===== config.mk =====
export PLATFORM = sky130hd
export DESIGN_NAME = cntByteAccess
export DESIGN_NICKNAME = d
export VERILOG_FILES = /design/src/rtl/cntBytePkg.sv /design/src/rtl/cntByteCtrl.sv /design/src/rtl/cntByteData.sv /design/src/rtl/cntByteAccess.sv
export SDC_FILE = /design/constraint.sdc
export NUM_CORES = 1
export LEC_CHECK = 0
export ABC_AREA = 0
export ABC_CLOCK_PERIOD_IN_PS = 2200
export CAP_MARGIN = 20
export CORE_MARGIN = 5
export CORE_UTILIZATION = 50
export CTS_BUF_LIST = sky130_fd_sc_hd__clkbuf_2 sky130_fd_sc_hd__clkbuf_4 sky130_fd_sc_hd__clkbuf_8
export DETAILED_ROUTE_END_ITERATION = 10
export PLACE_DENSITY = 0.93
export SLEW_MARGIN = 15
export SYNTH_ARGS = -nofsm -noshare
export SYNTH_HDL_FRONTEND = slang
export SYNTH_SLANG_ARGS = --single-unit

===== constraint.sdc =====
create_clock -name clk -period 2.2 [get_ports clk]
set_input_delay 0.44 -clock clk [delete_from_list [all_inputs] [get_ports clk]]
set_output_delay 0.44 -clock clk [all_outputs]
set_load 0.01 [all_outputs]

===== src/rtl/cntBytePkg.sv =====
package cntBytePkg;

  typedef enum logic [1:0] {
    ACC_LATCH = 2'b00,
    ACC_LOW   = 2'b01,
    ACC_HIGH  = 2'b10,
    ACC_PAIR  = 2'b11
  } accModeT;

  typedef struct packed {
    logic captureLatch;
    logic holdLow;
    logic loadLowOnly;
    logic loadHighOnly;
    logic loadPair;
    logic readLatched;
    logic readHigh;
  } ctrlStrobeT;

  localparam int CMD_W       = 8;
  localparam int CHAN_HI_BIT = 7;
  localparam int CHAN_LO_BIT = 6;
  localparam int ACC_HI_BIT  = 5;
  localparam int ACC_LO_BIT  = 4;

endpackage


===== src/rtl/cntByteCtrl.sv =====
module cntByteCtrl
  import cntBytePkg::*;
#(
  parameter logic [1:0] CHAN_ID = 2'd0
) (
  input  logic             clk,
  input  logic             rstN,
  input  logic             cmdWr,
  input  logic [CMD_W-1:0] cmdData,
  input  logic             dataWr,
  input  logic             dataRd,
  output ctrlStrobeT       strobe,
  output logic             partialWrite
);

  accModeT accMode;
  logic    bytePtr;
  logic    latchPend;
  logic    latchHi;

  logic    cmdHit;
  accModeT cmdAcc;
  logic    wrActive;
  logic    rdActive;

  assign cmdHit   = cmdWr && (cmdData[CHAN_HI_BIT:CHAN_LO_BIT] == CHAN_ID);
  assign cmdAcc   = accModeT'(cmdData[ACC_HI_BIT:ACC_LO_BIT]);
  assign wrActive = !cmdHit && dataWr;
  assign rdActive = !cmdHit && !dataWr && dataRd;

  always_comb begin
    strobe              = '0;
    strobe.captureLatch = cmdHit && (cmdAcc == ACC_LATCH) && !latchPend;
    strobe.loadLowOnly  = wrActive && (accMode == ACC_LOW);
    strobe.loadHighOnly = wrActive && (accMode == ACC_HIGH);
    strobe.holdLow      = wrActive && (accMode == ACC_PAIR) && !bytePtr;
    strobe.loadPair     = wrActive && (accMode == ACC_PAIR) && bytePtr;
    strobe.readLatched  = latchPend;
    if (latchPend) strobe.readHigh = latchHi;
    else           strobe.readHigh = (accMode == ACC_HIGH) ||
                                     ((accMode == ACC_PAIR) && bytePtr);
  end

  always_ff @(posedge clk) begin
    if (!rstN) begin
      accMode      <= ACC_PAIR;
      bytePtr      <= 1'b0;
      latchPend    <= 1'b0;
      latchHi      <= 1'b0;
      partialWrite <= 1'b0;
    end else if (cmdHit) begin
      if (cmdAcc == ACC_LATCH) begin
        if (!latchPend) begin
          latchPend <= 1'b1;
          latchHi   <= 1'b0;
        end
      end else begin
        accMode      <= cmdAcc;
        bytePtr      <= 1'b0;
        latchPend    <= 1'b0;
        latchHi      <= 1'b0;
        partialWrite <= 1'b0;
      end
    end else if (wrActive && (accMode == ACC_PAIR)) begin
      bytePtr      <= !bytePtr;
      partialWrite <= !bytePtr;
    end else if (rdActive) begin
      if (latchPend) begin
        if (latchHi) begin
          latchPend <= 1'b0;
          latchHi   <= 1'b0;
        end else begin
          latchHi   <= 1'b1;
        end
      end else if (accMode == ACC_PAIR) begin
        bytePtr <= !bytePtr;
      end
    end
  end

endmodule


===== src/rtl/cntByteData.sv =====
module cntByteData
  import cntBytePkg::*;
#(
  parameter int DATA_W = 8,
  localparam int CNT_W = 2 * DATA_W
) (
  input  logic              clk,
  input  logic              rstN,
  input  ctrlStrobeT        strobe,
  input  logic [DATA_W-1:0] wrData,
  input  logic [CNT_W-1:0]  liveCount,
  output logic [CNT_W-1:0]  reloadValue,
  output logic              reloadDone,
  output logic [DATA_W-1:0] rdData
);

  logic [DATA_W-1:0] lowHold;
  logic [CNT_W-1:0]  latchVal;
  logic [CNT_W-1:0]  readSrc;
  logic              anyLoad;

  assign anyLoad = strobe.loadLowOnly || strobe.loadHighOnly || strobe.loadPair;

  always_ff @(posedge clk) begin
    if (!rstN) begin
      lowHold     <= '0;
      latchVal    <= '0;
      reloadValue <= '0;
      reloadDone  <= 1'b0;
    end else begin
      reloadDone <= anyLoad;
      if (strobe.captureLatch) latchVal <= liveCount;
      if (strobe.holdLow)      lowHold  <= wrData;
      if (strobe.loadLowOnly)       reloadValue <= {{DATA_W{1'b0}}, wrData};
      else if (strobe.loadHighOnly) reloadValue <= {wrData, {DATA_W{1'b0}}};
      else if (strobe.loadPair)     reloadValue <= {wrData, lowHold};
    end
  end

  assign readSrc = strobe.readLatched ? latchVal : liveCount;
  assign rdData  = strobe.readHigh ? readSrc[CNT_W-1:DATA_W] : readSrc[DATA_W-1:0];

endmodule


===== src/rtl/cntByteAccess.sv =====
module cntByteAccess
  import cntBytePkg::*;
#(
  parameter int         DATA_W  = 8,
  parameter logic [1:0] CHAN_ID = 2'd0,
  localparam int        CNT_W   = 2 * DATA_W
) (
  input  logic              clk,
  input  logic              rstN,
  input  logic              cmdWr,
  input  logic [7:0]        cmdData,
  input  logic              dataWr,
  input  logic              dataRd,
  input  logic [DATA_W-1:0] wrData,
  input  logic [CNT_W-1:0]  liveCount,
  output logic [CNT_W-1:0]  reloadValue,
  output logic              partialWrite,
  output logic              reloadDone,
  output logic [DATA_W-1:0] rdData
);

  ctrlStrobeT strobe;

  cntByteCtrl #(.CHAN_ID(CHAN_ID)) u_ctrl (
    .clk          (clk),
    .rstN         (rstN),
    .cmdWr        (cmdWr),
    .cmdData      (cmdData),
    .dataWr       (dataWr),
    .dataRd       (dataRd),
    .strobe       (strobe),
    .partialWrite (partialWrite)
  );

  cntByteData #(.DATA_W(DATA_W)) u_data (
    .clk         (clk),
    .rstN        (rstN),
    .strobe      (strobe),
    .wrData      (wrData),
    .liveCount   (liveCount),
    .reloadValue (reloadValue),
    .reloadDone  (reloadDone),
    .rdData      (rdData)
  );

endmodule


# Word-level counts from Yosys, hierarchy flattened
# Cells that the tools add are included.
[classes]
eq_ne = 7
muxes = 26
n_reduce_logical = 34
bitwise_logic = 2
[ops]
columns = ["cell", "n"]
rows = [
  ["$mux 16", 3],
  ["$mux 1", 21],
  ["$mux 8", 2],
  ["$logic_and 1x1->1", 12],
  ["$reduce_bool 3->1", 3],
  ["$reduce_and 4->1", 2],
  ["$reduce_bool 2->1", 4],
  ["$ne 3x3->1 const B", 2],
  ["$reduce_and 2->1", 3],
  ["$eq 2x2->1 const B", 2],
  ["$logic_not 1->1", 4],
  ["$logic_not 2->1", 2],
  ["$logic_or 1x1->1", 3],
  ["$eq 2x1->1 const B", 1],
  ["$ne 2x1->1 const B", 1],
  ["$ne 2x2->1 const B", 1],
  ["$not 1->1", 2],
  ["$reduce_or 2->1", 1],
]
[totals]
out_inout_bits = 26
reg_bits = 47

# Longest topological paths before layout
[depth]
ltp_word = 9
mapped_depth = 6

# By module
# A second synthesis with hierarchy kept.
[hier_totals]
hier_cells = 203
area_unflattened_um2 = 2209.6
[by_module_without_submodules]
columns = ["module", "cells_per_inst", "seq_area_each_um2", "n_inst", "area_each_um2"]
rows = [
  ["cntByteData", 154, 820.8, 1, 1838.0],
  ["cntByteCtrl", 49, 120.1, 1, 371.6],
]

# Worst setup path before layout
# Ideal clock, no wire load.
[synth_path]
kind = "input to register"
startpoint = "in cmdData[7]"
endpoint = "reg u_data.reloadValue[6]"
path_stages = 6
required_ns = 2.081
path_slack_ns = 0.546
t_arrival_ns = 1.536
setup_time_ns = 0.119
path_buffers = 3
path_cell_list = "or3b_1 > buf_6 > o2111a_1 > buf_6 > buf_6 > o221a_1"
[synth_between]
elab_chain_cells = 7
word_cells_on_any_way = 11
classes_between = "mux (2); reduce/logical (9)"
[synth_lines]
columns = ["item", "line", "source"]
rows = [
  ["start, declared", "cntByteAccess.sv:11", "input logic [7:0] cmdData,"],
  ["$logic_not 2->1 *", "cntByteCtrl.sv:26", "assign cmdHit = cmdWr && (cmdData[CHAN_HI_BIT:CHAN_LO_BIT] == CHAN_ID);"],
  ["$logic_and 1x1->1 *", "cntByteCtrl.sv:26", ""],
  ["$logic_not 1->1 *", "cntByteCtrl.sv:28", "assign wrActive = !cmdHit && dataWr;"],
  ["$logic_and 1x1->1 *", "cntByteCtrl.sv:28", ""],
  ["$logic_and 1x1->1, on equally long branches", "cntByteCtrl.sv:35, cntByteCtrl.sv:37", ""],
  ["$mux 16 / $logic_and 1x1->1 (equally long branches)", "cntByteData.sv:35, cntByteCtrl.sv:37", ""],
  ["$mux 8 / $reduce_bool 3->1 (equally long branches)", "n/a", ""],
  ["end signal, assigned", "cntByteData.sv:34", "if (strobe.loadLowOnly) reloadValue <= {{DATA_W{1'b0}}, wrData};"],
  ["end signal, assigned", "cntByteData.sv:35", "else if (strobe.loadHighOnly) reloadValue <= {wrData, {DATA_W{1'b0}}};"],
  ["end signal, assigned", "cntByteData.sv:36", "else if (strobe.loadPair) reloadValue <= {wrData, lowHold};"],
  ["end, declared", "cntByteData.sv:12", "output logic [CNT_W-1:0] reloadValue,"],
]
# Every way passes the cells marked *; elsewhere a longest branch is shown, timed or not.
# A chain may end at the register's enable or synchronous reset.

# Worst setup path in the final report
[layout_path]
startpoint = "reg u_ctrl.bytePtr"
endpoint = "out rdData[3]"
[layout_between]
elab_chain_cells = 4
[layout_lines]
columns = ["item", "line", "source"]
rows = [
  ["start, declared", "cntByteCtrl.sv:17", "logic bytePtr;"],
  ["start signal, assigned", "cntByteCtrl.sv:65", "bytePtr <= !bytePtr;"],
  ["start signal, assigned", "cntByteCtrl.sv:76", "bytePtr <= !bytePtr;"],
  ["$logic_and 1x1->1", "cntByteCtrl.sv:41", "((accMode == ACC_PAIR) && bytePtr);"],
  ["$logic_or 1x1->1", "cntByteCtrl.sv:40", "else strobe.readHigh = (accMode == ACC_HIGH) ||"],
  ["$mux 1", "cntByteCtrl.sv:39", "if (latchPend) strobe.readHigh = latchHi;"],
  ["$mux 8", "cntByteData.sv:41", "assign rdData = strobe.readHigh ? readSrc[CNT_W-1:DATA_W] : readSrc[DATA_W-1:0];"],
  ["end, declared", "cntByteAccess.sv:19", "output logic [DATA_W-1:0] rdData"],
]
# No other way between the ends.

==> impl_metrics.tcl <==
set metrics [dict create \
    holdWs_ns 0.472 \
    place_congestion 0.822 \
    tightestPinTransition_ns 0.437 \
    finalSetupViolCount 0 \
    dr.pass1.iters 5 \
    nets 381 \
    cp.buffers_inverters 2 \
    drv_slew 0 \
    path_delay_family "buffers and inverters" \
    syn_inst 284 \
    diodes 0 \
    cts-root-buf "clkbuf_8" \
    synth.yosys.seq_area_share_pct 40.4 \
    synth-seq-cells 47 \
    yosysTopAreaCell "dfxtp_1" \
    drt-total-wl_um 6570 \
    cts_buffer_depth 2 \
    vias 2448 \
    grt_max_degree 26 \
    fmax_mhz 467 \
    finalCriticalPeriod_ns 2.14 \
    grt-ovfl-total 0 \
    rsz0062_at_grt "no" \
    routedWlPerCell_um 16.5 \
    core_um2 4440 \
    syn_area_um2 2330 \
    drive_above_1_share_pct 12.2 \
    skew_ns 0.0119 \
    clock_sinks 47 \
    yosys-top-cells-area "dfxtp_1 (40%), nand3_1 (6.0%), a21oi_1 (5.8%)" \
    multiInputGateArea_um2 1260 \
    busiest_layer "met2" \
    cts_hold_buf 0 \
    post-route-period-util_pct 97.4 \
    fin_area_um2 3120 \
    placementRows 24 \
    placed_cells 389 \
    worst_path_max_delay_cell "dfxtp_1" \
    hold_violations 0 \
    worstPathCellList "nand2b_4 -> buf_6 -> and3_1 -> o31a_1 -> dlygate4sd2_1" \
    clkSlewWorstSetupHoldPaths_ns 0.10 \
    vias_per_cell 6.17 \
    status "completed" \
    syn-num-nets 321 \
    critPathRequiredTime_ns 1.76 \
    areaGrowthSynthToFinish_pct 34.1 \
    end_kind "output port" \
    synth_top_area_share_pct 40.4 \
    final_cells 397 \
    crit_arrival_ns 1.70 \
    placed_cell_area_um2 3030 \
    synth-edff-count 0 \
    async_reset_ff_share_pct 0 \
    synth_most_common_cell "dfxtp_1" \
    peakVddDrop_mv 0.438 \
    cts.htree.levels 2 \
    path_max_fanout 16 \
    worstSetupPathType "register to output port" \
    ys.warnings.count 0 \
    io_pins 63 \
    insertion_delay_ns 0.31 \
    netlist_top_cells_count "dfxtp_1 (47), nand2_1 (29), nand3_1 (28)" \
    cts_buffers 5 \
    ant_nets 0 \
    antenna_found_initial 0 \
    use_met1_pct 27.0 \
    min_path_type "register to register" \
    post-route-drc-count 0 \
    seqCellArea_um2 943 \
    grt_util_met3_pct 5.15 \
    grtUsageTotal_pct 21.8 \
    dieHeight_um 78.2 \
    start_kind "register" \
    first_iter_violations 309 \
    start_util_pct 52.4 \
    die_w_um 78.2 \
    dieArea_um2 6120 \
    avgSynthCellArea_um2 8.19 \
    ys.flop_type "dfxtp_1" \
    slew_headroom_pct 70.9 \
    met2_usage_pct 36.3 \
    grt_pass1_vias 2319 \
    grt_pass1_wl_um 10800 \
    cap_violations 0 \
    critPathMaxStageDelay_ns 0.33 \
    filler_cell_count 350 \
    io_buffers 58 \
    synthDistinctLibCells 36 \
    power_density_nw_per_um2 615 \
    cts_tree "built" \
    dpl.hpwl_um 4500 \
    p_leak_nw 1.12 \
]
==> final timing paths <==
check / slack, ns / from / cells past startpoint / to
max: 0.06 / u_ctrl.bytePtr / 5 / rdData[3]
min: 0.47 / u_data.reloadValue[8] / 2 / u_data.reloadValue[8]
max reg2reg: 0.52 / u_ctrl.accMode[1] / 5 / u_data.reloadValue[13]
min reg2reg: 0.47 / u_data.reloadValue[8] / 2 / u_data.reloadValue[8]
==> power breakdown <==
part | switching [W] | internal, W | total (W)
clock network | 0.000303 | 0.000221 | 0.000525
registers | 0.0000269 | 0.000894 | 0.000921
logic | 0.000223 | 0.000249 | 0.000473
total | 0.000554 | 0.00136 | 0.00192
==> flip-flops by register name (all words and copies together) (netlist names) <==
register	cells
u_data.reloadDone	1
u_data.lowHold	8
u_data.latchVal	16
u_ctrl.latchPend	1
u_ctrl.bytePtr	1
u_data.reloadValue	16
u_ctrl.partialWrite	1
u_ctrl.accMode	2
u_ctrl.latchHi	1
==> per-stage QoR <==
| step | power (W) | util [%] | setup TNS [ns] | setup WS [ns] |
|---|---|---|---|---|
| finish | 0.00192 | 70.2 | 0 | 0.0574 |
| global route | 0.00200 | 70.2 | 0 | 0.0105 |
| CTS | 0.00192 | 70.2 | 0 | 0.0547 |
| detailed placement | 0.00142 | 68.1 | -0.270 | -0.0670 |
| global placement | 0.00140 | 68.1 | -0.135 | -0.0328 |
| floorplan | 0.00118 | - | 0 | 0.546 |
==> layout by cell type, fill, tap and decap left out, types with 4 or more instances in the layout <==
master / instances
clkdlybuf4s50_1: 50
and3_1: 8
o21ai_0: 26
o31a_1: 8
o22ai_1: 16
nand4_1: 4
mux2i_1: 8
a21oi_1: 27
a21boi_0: 8
dlygate4sd2_1: 8
nor2b_1: 17
buf_4: 20
dfxtp_1: 45
nand2_1: 29
nand3_1: 28
o221a_2: 6
clkbuf_8: 5
==> area by class of cell <==
type,count,area share (%)
Clock inverter,3,0.642
Timing Repair Buffer,80,24.1
Tap cell,52,2.09
Multi-Input combinational cell,207,40.4
Clock buffer,5,2.21
Inverter,3,0.361
Sequential cell,47,30.2
==> cell families after synthesis <==
| kind of cell | Yosys count | share of synthesized area [%] |
|---|---|---|
| simple gates | 100 | 22.6 |
| flops | 47 | 40.4 |
| mux | 8 | 3.44 |
| buf+inv | 30 | 5.97 |
| compound gates | 99 | 27.5 |
==> repair_timing <==
action,CTS,global route
setup buffers,0,0
endpoints found under the setup margin,8,8
resized for setup,10,2
==> worst register-to-register path: cells and delay by family (launching register included) <==
kind,cells,cell delay (ns)
AO/OA/AOI/OAI,2,0.52
flip-flops,1,0.51
AND/OR/NAND/NOR,1,0.10
buffers and inverters,2,0.43
==> per-layer routing <==
layer / part of all wire, % / routed length [µm] / vias up
met4: 2.6 / 168 / 0
met1: 42 / 2780 / 1156
met5: 0 / 0 / -
met2: 49 / 3190 / 109
met3: 6.6 / 431 / 21
li1: - / - / 1162
Note: power is estimated with default switching activity, not from simulation.
